`src/rtl/bankctl_pkg.sv`:
```
package bankctl_pkg;

    localparam int WORD_W = 32;
    localparam int KIND_W = 2;

    typedef logic [WORD_W-1:0] word_t;

    typedef enum logic [KIND_W-1:0] {
        ALIAS_VALUE = 2'd0,
        ALIAS_SET   = 2'd1,
        ALIAS_CLEAR = 2'd2,
        ALIAS_FIELD = 2'd3
    } alias_e;

    typedef struct packed {
        logic   hit;
        alias_e kind;
    } reg_cmd_t;

    // Bits covered by whole fields of width fw
    function automatic word_t used_mask(int fw);
        word_t m;
        int    n;
        n = (WORD_W / fw) * fw;
        m = '0;
        for (int i = 0; i < WORD_W; i++)
            if (i < n) m[i] = 1'b1;
        return m;
    endfunction

    // Modify-enable (top) bit position of every whole field
    function automatic word_t enable_mask(int fw);
        word_t m;
        m = '0;
        for (int f = 0; f < WORD_W / fw; f++)
            m[f*fw + fw - 1] = 1'b1;
        return m;
    endfunction

endpackage

```
`src/rtl/bankctl_decode.sv`:
```
module bankctl_decode
    import bankctl_pkg::*;
#(
    parameter int NUM_REGS = 4,
    parameter int ADDR_W   = 4
) (
    input  logic                    bus_valid,
    input  logic                    bus_write,
    input  logic [ADDR_W-1:0]       bus_addr,
    output reg_cmd_t [NUM_REGS-1:0] cmd
);
    localparam int IDX_W = ADDR_W - KIND_W;

    logic [IDX_W-1:0] idx;
    alias_e           kind;

    assign idx  = bus_addr[ADDR_W-1:KIND_W];
    assign kind = alias_e'(bus_addr[KIND_W-1:0]);

    for (genvar i = 0; i < NUM_REGS; i++) begin : g_sel
        assign cmd[i].hit  = bus_valid && bus_write && (idx == IDX_W'(i));
        assign cmd[i].kind = kind;
    end
endmodule

```
`src/rtl/bankctl_slice.sv`:
```
module bankctl_slice
    import bankctl_pkg::*;
#(
    parameter int    FIELD_W   = 4,
    parameter word_t RESET_VAL = '0
) (
    input  logic     clk,
    input  logic     rst,
    input  reg_cmd_t cmd,
    input  word_t    wdata,
    output word_t    q
);
    localparam int    FIELDS  = WORD_W / FIELD_W;
    localparam word_t USED    = used_mask(FIELD_W);
    localparam word_t EN_BITS = enable_mask(FIELD_W);

    word_t merged;
    word_t nxt;

    // Masked field write: each field's top bit gates its own update
    always_comb begin
        merged = '0;
        for (int f = 0; f < FIELDS; f++) begin
            if (wdata[f*FIELD_W + FIELD_W - 1])
                merged[f*FIELD_W +: FIELD_W] = {1'b0, wdata[f*FIELD_W +: FIELD_W-1]};
            else
                merged[f*FIELD_W +: FIELD_W] = q[f*FIELD_W +: FIELD_W];
        end
    end

    always_comb begin
        unique case (cmd.kind)
            ALIAS_VALUE: nxt = wdata;
            ALIAS_SET:   nxt = q | wdata;
            ALIAS_CLEAR: nxt = q & ~wdata;
            ALIAS_FIELD: nxt = merged;
            default:     nxt = q;
        endcase
    end

    always_ff @(posedge clk) begin
        if (rst)
            q <= RESET_VAL & USED;
        else if (cmd.hit)
            q <= nxt & USED;
    end

    a_r9_reset_value: assert property (@(posedge clk)
        rst |=> (q == (RESET_VAL & USED)));

    a_r3_set_bits: assert property (@(posedge clk) disable iff (rst)
        (cmd.hit && cmd.kind == ALIAS_SET) |=>
        ((q & $past(wdata & USED)) == $past(wdata & USED)));

    a_r4_clear_bits: assert property (@(posedge clk) disable iff (rst)
        (cmd.hit && cmd.kind == ALIAS_CLEAR) |=> ((q & $past(wdata)) == '0));

    a_r1_unaddressed_hold: assert property (@(posedge clk) disable iff (rst)
        !cmd.hit |=> $stable(q));

    a_r5_disabled_fields_hold: assert property (@(posedge clk) disable iff (rst)
        (cmd.hit && cmd.kind == ALIAS_FIELD && (wdata & EN_BITS) == '0) |=> $stable(q));

    a_r8_zero_set_hold: assert property (@(posedge clk) disable iff (rst)
        (cmd.hit && (cmd.kind == ALIAS_SET || cmd.kind == ALIAS_CLEAR) && wdata == '0)
        |=> $stable(q));

    a_r10_spare_zero: assert property (@(posedge clk) disable iff (rst)
        (q & ~USED) == '0);
endmodule

```
`src/rtl/bankctl_readmux.sv`:
```
module bankctl_readmux
    import bankctl_pkg::*;
#(
    parameter int NUM_REGS = 4,
    parameter int ADDR_W   = 4
) (
    input  logic                       bus_valid,
    input  logic                       bus_write,
    input  logic [ADDR_W-1:0]          bus_addr,
    input  logic [NUM_REGS*WORD_W-1:0] regs,
    output word_t                      rdata
);
    localparam int IDX_W = ADDR_W - KIND_W;

    logic [IDX_W-1:0] idx;
    alias_e           kind;

    assign idx  = bus_addr[ADDR_W-1:KIND_W];
    assign kind = alias_e'(bus_addr[KIND_W-1:0]);

    always_comb begin
        rdata = '0;
        if (bus_valid && !bus_write && kind == ALIAS_VALUE && int'(idx) < NUM_REGS)
            rdata = regs[idx*WORD_W +: WORD_W];
    end
endmodule

```
`src/rtl/bankctl_atomic_regs.sv`:
```
module bankctl_atomic_regs
    import bankctl_pkg::*;
#(
    parameter int    NUM_REGS  = 4,
    parameter int    FIELD_W   = 4,
    parameter word_t RESET_VAL = '0,
    localparam int   ADDR_W    = $clog2(NUM_REGS) + KIND_W
) (
    input  logic                       clk,
    input  logic                       rst,
    input  logic                       bus_valid,
    input  logic                       bus_write,
    input  logic [ADDR_W-1:0]          bus_addr,
    input  logic [WORD_W-1:0]          bus_wdata,
    output logic [WORD_W-1:0]          bus_rdata,
    output logic [NUM_REGS*WORD_W-1:0] ctrl_out
);
    reg_cmd_t [NUM_REGS-1:0] cmd;

    bankctl_decode #(.NUM_REGS(NUM_REGS), .ADDR_W(ADDR_W)) u_decode (
        .bus_valid (bus_valid),
        .bus_write (bus_write),
        .bus_addr  (bus_addr),
        .cmd       (cmd)
    );

    for (genvar i = 0; i < NUM_REGS; i++) begin : g_reg
        bankctl_slice #(.FIELD_W(FIELD_W), .RESET_VAL(RESET_VAL)) u_slice (
            .clk   (clk),
            .rst   (rst),
            .cmd   (cmd[i]),
            .wdata (bus_wdata),
            .q     (ctrl_out[i*WORD_W +: WORD_W])
        );
    end

    bankctl_readmux #(.NUM_REGS(NUM_REGS), .ADDR_W(ADDR_W)) u_readmux (
        .bus_valid (bus_valid),
        .bus_write (bus_write),
        .bus_addr  (bus_addr),
        .regs      (ctrl_out),
        .rdata     (bus_rdata)
    );

    a_r7_value_read_matches: assert property (@(posedge clk) disable iff (rst)
        (bus_valid && !bus_write && bus_addr[KIND_W-1:0] == 2'd0) |->
        (bus_rdata == ctrl_out[bus_addr[ADDR_W-1:KIND_W]*WORD_W +: WORD_W]));

    a_r7_alias_read_zero: assert property (@(posedge clk) disable iff (rst)
        (bus_valid && !bus_write && bus_addr[KIND_W-1:0] != 2'd0) |-> (bus_rdata == '0));
endmodule

```
`config.mk`:
```
export PLATFORM = sky130hd
export DESIGN_NAME = bankctl_atomic_regs
export DESIGN_NICKNAME = d
export VERILOG_FILES = /design/src/rtl/bankctl_pkg.sv /design/src/rtl/bankctl_decode.sv /design/src/rtl/bankctl_slice.sv /design/src/rtl/bankctl_readmux.sv /design/src/rtl/bankctl_atomic_regs.sv
export SDC_FILE = /design/constraint.sdc
export NUM_CORES = 1
export LEC_CHECK = 0
export BUFFER_PORTS_ARGS = -buffer_cell sky130_fd_sc_hd__buf_2
export CAP_MARGIN = 20
export CORE_MARGIN = 3
export CORE_UTILIZATION = 41
export DETAILED_ROUTE_END_ITERATION = 10
export PLACE_DENSITY_LB_ADDON = 0.12
export SYNTH_ARGS = -nofsm -noshare
export SYNTH_HDL_FRONTEND = slang
export SYNTH_SLANG_ARGS = --single-unit
```
`constraint.sdc`:
```
create_clock -name clk -period 2 [get_ports clk]
set_clock_uncertainty 0.15 [all_clocks]
set_input_delay 0.4 -clock clk [delete_from_list [all_inputs] [get_ports clk]]
set_output_delay 0.4 -clock clk [all_outputs]
set_load 0.01 [all_outputs]
```
==> impl_metrics.tcl, run 1 <==
set metrics [dict create \
    ys_seq_area_share_pct 36.1 \
    violations "setup timing" \
    dieArea_sq_mm 0.0189 \
    vias 7164 \
    yosysUniqueCellTypes 30 \
    fmax_mhz 477 \
    leakagePower_nw 3.60 \
    synth-xor-area-share_pct 0 \
    syn_nets 816 \
    swShare_pct 25.1 \
    synth_fa_ha_area_share_pct 0 \
    clk_latency_ps 420 \
    ys_warn_count 0 \
    worstHoldPathType "primary input to flip-flop" \
    clockRootBuffer "clkbuf_16" \
    diodes 0 \
    rows 47 \
    synth_top_family_by_area "simple AND/OR/NAND/NOR gates" \
    synth_simple_gate_area_share_pct 22.9 \
    clock-sinks 128 \
    critPathLaunchType "primary input" \
    combPwrFrac_pct 12.4 \
    crit_type "primary input to output pin" \
    io_pins 200 \
    power_per_cell_area_mw_per_mm2 692 \
    min_period_ps 2100 \
    clkTransAtPathRegs_ps 60 \
    dp_slack_ps -156 \
    end_kind "output pin" \
    fin_nets 1024 \
    synth-compound-area-share_pct 19.7 \
    avgRoutedWirePerCell_um 20.2 \
    route.detailed.drc 0 \
    grt_max_degree 69 \
    grt_pass1_vias 6618 \
    place_congestion 0.839 \
    setup_viol 32 \
    viasPerCell 5.89 \
    ir_drop_uv 602 \
    cts_tree "done" \
    critPathRequiredTime_ps 1450 \
    drive_gt1_share_pct 40.9 \
    synth.avg_cell_area_sq_um 9.15 \
    synthCells 776 \
    hold_buffers 0 \
    start_util_pct 42.4 \
    dr.pass1.iters 5 \
    area_delta_synth_final_pct 31.6 \
    hpwlAfterDp_um 17300 \
    antenna_found_initial 1 \
    fin_setup_tns_ps -1040 \
    reg_top3 "g.u_slice.q (128)" \
    numCtsBuffers 17 \
    crit_fanout 19 \
    largest_reg_flops 128 \
    slew_viol_final 0 \
    p_clk_share_pct 47.0 \
    rsz0062_at_grt "yes" \
    worst_pin_slew_ps 677 \
    min_period_over_period_pct 105 \
    ant_nets 0 \
    coreArea_sq_mm 0.0168 \
    fp.dieH_um 138 \
    grt_pass1_wl_um 37600 \
    die_w_um 138 \
    p_int_mw 4.84 \
    grt_overflow 0 \
    slew_headroom_pct 54.8 \
    portBuffers 199 \
    top_register "g.u_slice.q" \
    routed_wl_um 24600 \
    synth_area_sq_mm 0.00710 \
    muxShareOfSynthArea_pct 10.2 \
    ctsHtreeMaxLevel 4 \
    status "complete, but fails checks" \
    setup_slack_ps -95.7 \
    cts_buffer_depth 2 \
    grt_usage_pct 25.8 \
    p_switching_mw 1.62 \
    drt_iter0_drc 591 \
    critical_path_arrival_ps 1550 \
    finalHoldViolations 0 \
    max_cap_violations 0 \
    p_seq_share_pct 40.6 \
    ys_ff_latch 128 \
]
-- synth_stat cells --
library cell | instances | area share (%)
inv_1 | 96 | 5.1
nand3_1 | 28 | 2.0
dfxtp_1 | 128 | 36
nor4_1 | 96 | 8.5
buf_4 | 10 | 1.1
nor3b_2 | 24 | 4.2
clkbuf_1 | 47 | 2.5
nor2b_1 | 36 | 3.2
and4b_1 | 2 | 0.28
o32ai_1 | 96 | 12
o21ai_0 | 49 | 3.5
nand4b_1 | 2 | 0.25
o21ba_2 | 7 | 0.99
buf_2 | 29 | 2.0
inv_2 | 1 | 0.053
nand2b_1 | 1 | 0.088
and4_1 | 1 | 0.12
nand3b_1 | 24 | 2.5
nand2_1 | 5 | 0.26
o21ai_1 | 11 | 0.78
buf_6 | 2 | 0.32
or4b_1 | 1 | 0.14
and3b_1 | 8 | 0.99
a21oi_1 | 32 | 2.3
buf_1 | 1 | 0.053
nand4bb_1 | 1 | 0.16
nand4_1 | 1 | 0.088
and4bb_2 | 1 | 0.18
mux4_2 | 32 | 10
o31ai_1 | 4 | 0.42
-- power groups by stage --
stage               registers (mW)  clock network (mW)  logic (mW)
floorplan                     2.69                   0       0.448
global placement              2.68                   0       0.781
detailed placement            2.68                   0       0.778
CTS                           2.63                3.07       0.794
global route                  2.63                3.20       0.862
finish                        2.63                3.04       0.800
-- path summary, 6_finish.rpt --
| path | start | endpoint | slack, ps | cells past startpoint |
|---|---|---|---|---|
| worst max-delay path | bus_addr[1] | bus_rdata[4] | -100 | 5 |
| worst min-delay path | bus_wdata[3] | g_reg[2].u_slice.q[3] | 130 | 3 |
| worst max register to register | g_reg[3].u_slice.q[8] | g_reg[3].u_slice.q[8] | 1020 | 3 |
| worst min register to register | g_reg[3].u_slice.q[28] | g_reg[3].u_slice.q[28] | 330 | 2 |
-- routing by layer --
metal / vias to the layer above / GRT usage, % / routed length (um)
li1: 3398 / - / -
met1: 3416 / 36.2 / 10800
met2: 318 / 40.4 / 11500
met3: 30 / 5.08 / 1910
met4: 2 / 7.54 / 403
met5: - / 0 / 7
-- cell families (layout without fill, tap and decap cells) --
family,Yosys count,count (layout)
DFF,128,128
and+or+nand+nor,231,231
AOI/OAI and AO/OA,199,199
buffers and inverters,186,407
muxes,32,32
-- metrics by stage --
step	utilization [%]	total power, mW	cells	instance area (sq um)	hold WS (ps)
after global placement	51.5	3.46	1179	8640	331
after CTS	55.5	6.49	1214	9310	117
after floorplan	-	3.14	776	7100	348
after detailed placement	51.5	3.46	1179	8640	323
after global routing	55.7	6.70	1217	9340	139
final	55.7	6.47	1217	9340	127
-- placed cells by master (no fill, tap or decap), types with 2 or more instances in the layout --
master     Yosys  layout
mux4_2        32      32
nand2_1        5       5
a21oi_1       32      32
clkinv_2       0       4
o21ai_0       49      49
dfxtp_1      128      92
buf_12         0      11
clkbuf_16      0      17
dfxtp_2        0      36
nor3b_2       24      24
o21ba_2        7       7
clkbuf_1      47       6
nand4b_1       2       2
and3b_1        8       8
nor2b_1       36      35
bufinv_16      0       2
and4b_1        2       2
o31ai_1        4       4
inv_1         96      96
buf_6          2       5
nor4_1        96      96
nand3b_1      24      24
o32ai_1       96      96
nand3_1       28      28
clkbuf_8       0       3
buf_4         10      69
o21ai_1       11      11
buf_2         29     193
-- worst max-delay path, cell delays in order --
cell,delay (ps)
buf_6,90
or4b_4,550
buf_12,180
nor2b_1,150
buf_2,150
-- cell type report --
cell class | instances | area, sq um
Timing Repair Buffer | 278 | 1760
Clock buffer | 26 | 489
Clock inverter | 6 | 80.1
Fill cell | 1564 | 7420
Tap cell | 220 | 275
Inverter | 97 | 364
Multi-Input combinational cell | 462 | 3770
Sequential cell | 128 | 2610
-- repair_timing --
| item | CTS | global route |
|---|---|---|
| setup endpoints to repair | 32 | 32 |
| gates resized for setup | 37 | 11 |
| buffers inserted | 3 | 3 |
No activity file was read; power rests on OpenSTA's default activity.
==> inputs of run 2 (changes only) <==
CORE_ASPECT_RATIO = 0.5   (was not set)
==> impl_metrics.tcl, run 2 (synthesized netlist as in run 1, its figures left out) <==
set metrics [dict create \
    worst_pin_slew_ps 565 \
    clock-sinks 128 \
    hpwlAfterDp_um 18200 \
    fp.dieH_um 99.0 \
    status "complete, but fails checks" \
    leakagePower_nw 3.55 \
    viasPerCell 6.10 \
    die_w_um 192 \
    cpMostUsedCell "buf_2" \
    power.total_mw 6.36 \
    drt_iter0_drc 656 \
    p_clk_share_pct 45.6 \
    routed_wl_um 26300 \
    cts_tree "done" \
    power_per_cell_area_mw_per_mm2 683 \
    ant_nets 0 \
    min_period_over_period_pct 104 \
    violations "setup timing" \
    ctsHtreeMaxLevel 4 \
    dieArea_sq_mm 0.0190 \
    min_period_ps 2080 \
    reg2reg_slack_ps 1020 \
    hold_buffers 0 \
    crit_fanout 15 \
    finalNonFillerCells 1212 \
    vias 7389 \
    fin_setup_tns_ps -1450 \
    max_cap_violations 0 \
    area_delta_synth_final_pct 31.4 \
    crit_type "primary input to output pin" \
    end_kind "output pin" \
    grt_max_degree 49 \
    cts_buffer_depth 2 \
    swShare_pct 28.3 \
    grt_pass1_wl_um 40100 \
    critical_path_arrival_ps 1530 \
    rows 33 \
    dr.pass1.iters 5 \
    rsz0062_at_grt "yes" \
    final_cell_mix "buf_2 (193), dfxtp_1 (113), nor4_1 (96), o32ai_1 (96), inv_1 (96)" \
    setup_viol 32 \
    slew_headroom_pct 62.0 \
    slew_viol_final 0 \
    path_cells "buf_2 > or4b_4 > buf_8 > nor2b_1 > buf_2" \
    largest_reg_flops 128 \
    clockRootBuffer "clkbuf_16" \
    grt_overflow 0 \
    route.detailed.drc 0 \
    diodes 0 \
    max_stage_delay_ps 520 \
    worstHoldPathType "primary input to flip-flop" \
    antenna_found_initial 1 \
    fin_nets 1012 \
    reg_top3 "g.u_slice.q (128)" \
    numCtsBuffers 17 \
    setup_slack_ps -78.1 \
    clkTransAtPathRegs_ps 60 \
    portBuffers 199 \
    final_common_cell "buf_2" \
    start_util_pct 42.6 \
    p_seq_share_pct 41.3 \
    slowest_stage "or4b_4" \
    finalHoldViolations 0 \
    p_switching_mw 1.80 \
    coreArea_sq_mm 0.0167 \
    cp_top_family "simple AND/OR/NAND/NOR gates" \
    io_pins 200 \
    ir_drop_uv 560 \
    top_register "g.u_slice.q" \
    grt_usage_pct 27.2 \
    place_inst 1177 \
    drive_gt1_share_pct 38.7 \
    fin_util_pct 55.9 \
    critPathLaunchType "primary input" \
    p_int_mw 4.57 \
    grt_pass1_vias 6985 \
    place_congestion 0.861 \
    cp_num_buf_inv 3 \
    critPathRequiredTime_ps 1450 \
    avgRoutedWirePerCell_um 21.7 \
    fmax_mhz 481 \
    combPwrFrac_pct 13.1 \
    clk_latency_ps 400 \
]
## run 2: changes by cell type in the layout (fill, tap and decap cells not counted), moves of 2 or more
cell,previous run,this run
buf_12,11,17
buf_4,69,49
buf_6,5,3
buf_8,0,3
bufinv_16,2,0
clkbuf_1,6,1
clkbuf_8,3,1
clkinv_2,4,2
clkinv_4,0,4
clkinvlp_4,0,2
dfxtp_1,92,113
dfxtp_2,36,15
inv_6,0,5
## run 2: layout make-up
| type | instances | area, sq um |
|---|---|---|
| Tap cell | 227 | 284 |
| Clock buffer | 19 | 443 |
| Inverter | 97 | 364 |
| Multi-Input combinational cell | 462 | 3770 |
| Timing Repair Buffer | 266 | 1780 |
| Fill cell | 1566 | 7360 |
| Sequential cell | 128 | 2580 |
| Clock inverter | 13 | 104 |
## run 2: final timing paths
| check | from | end | depth (start not counted) |
|---|---|---|---|
| setup / recovery | bus_valid | bus_rdata[3] | 5 |
| hold / removal | bus_wdata[15] | g_reg[3].u_slice.q[15] | 3 |
| setup reg to reg | g_reg[1].u_slice.q[21] | g_reg[1].u_slice.q[21] | 2 |
| hold reg to reg | g_reg[3].u_slice.q[17] | g_reg[3].u_slice.q[17] | 2 |
## run 2: power groups by stage
stage / Clock (mW) / Sequential [mW] / Combinational [mW]
after floorplan: 0 / 2.69 / 0.448
after global placement: 0 / 2.68 / 0.783
after detailed placement: 0 / 2.68 / 0.791
after CTS: 2.94 / 2.63 / 0.813
after global routing: 3.06 / 2.63 / 0.885
final: 2.90 / 2.63 / 0.833
## run 2: per-layer routing
layer | track usage, % | routed length [um] | up-vias
met3 | 7.46 | 3140 | 23
met1 | 39.7 | 11600 | 3558
met5 | 0 | 7 | -
met2 | 40.3 | 11200 | 419
met4 | 5.93 | 290 | 2
li1 | - | - | 3387
## run 2: repair_timing
action / CTS / global route
endpoints found under the hold margin: 0 / 0
setup endpoints to repair: 32 / 32
cloned: 1 / 0
resized for setup: 15 / 21
buffers inserted: 1 / 1
## run 2: tightest hold or removal path, delay by kind of cell
| family | cells | cell delay, ps |
|---|---|---|
| simple gates | 1 | 80 |
| buf+inv | 1 | 160 |
| compound gates | 1 | 50 |
## run 2: per-stage QoR
step | setup WS (ps) | hold slack (ps) | instance area, sq um
global route | -109 | 179 | 9330
global placement | -269 | 329 | 8640
finish | -78.1 | 181 | 9330
floorplan | 21.4 | 348 | 7100
detailed placement | -287 | 321 | 8640
CTS | -95.5 | 165 | 9270
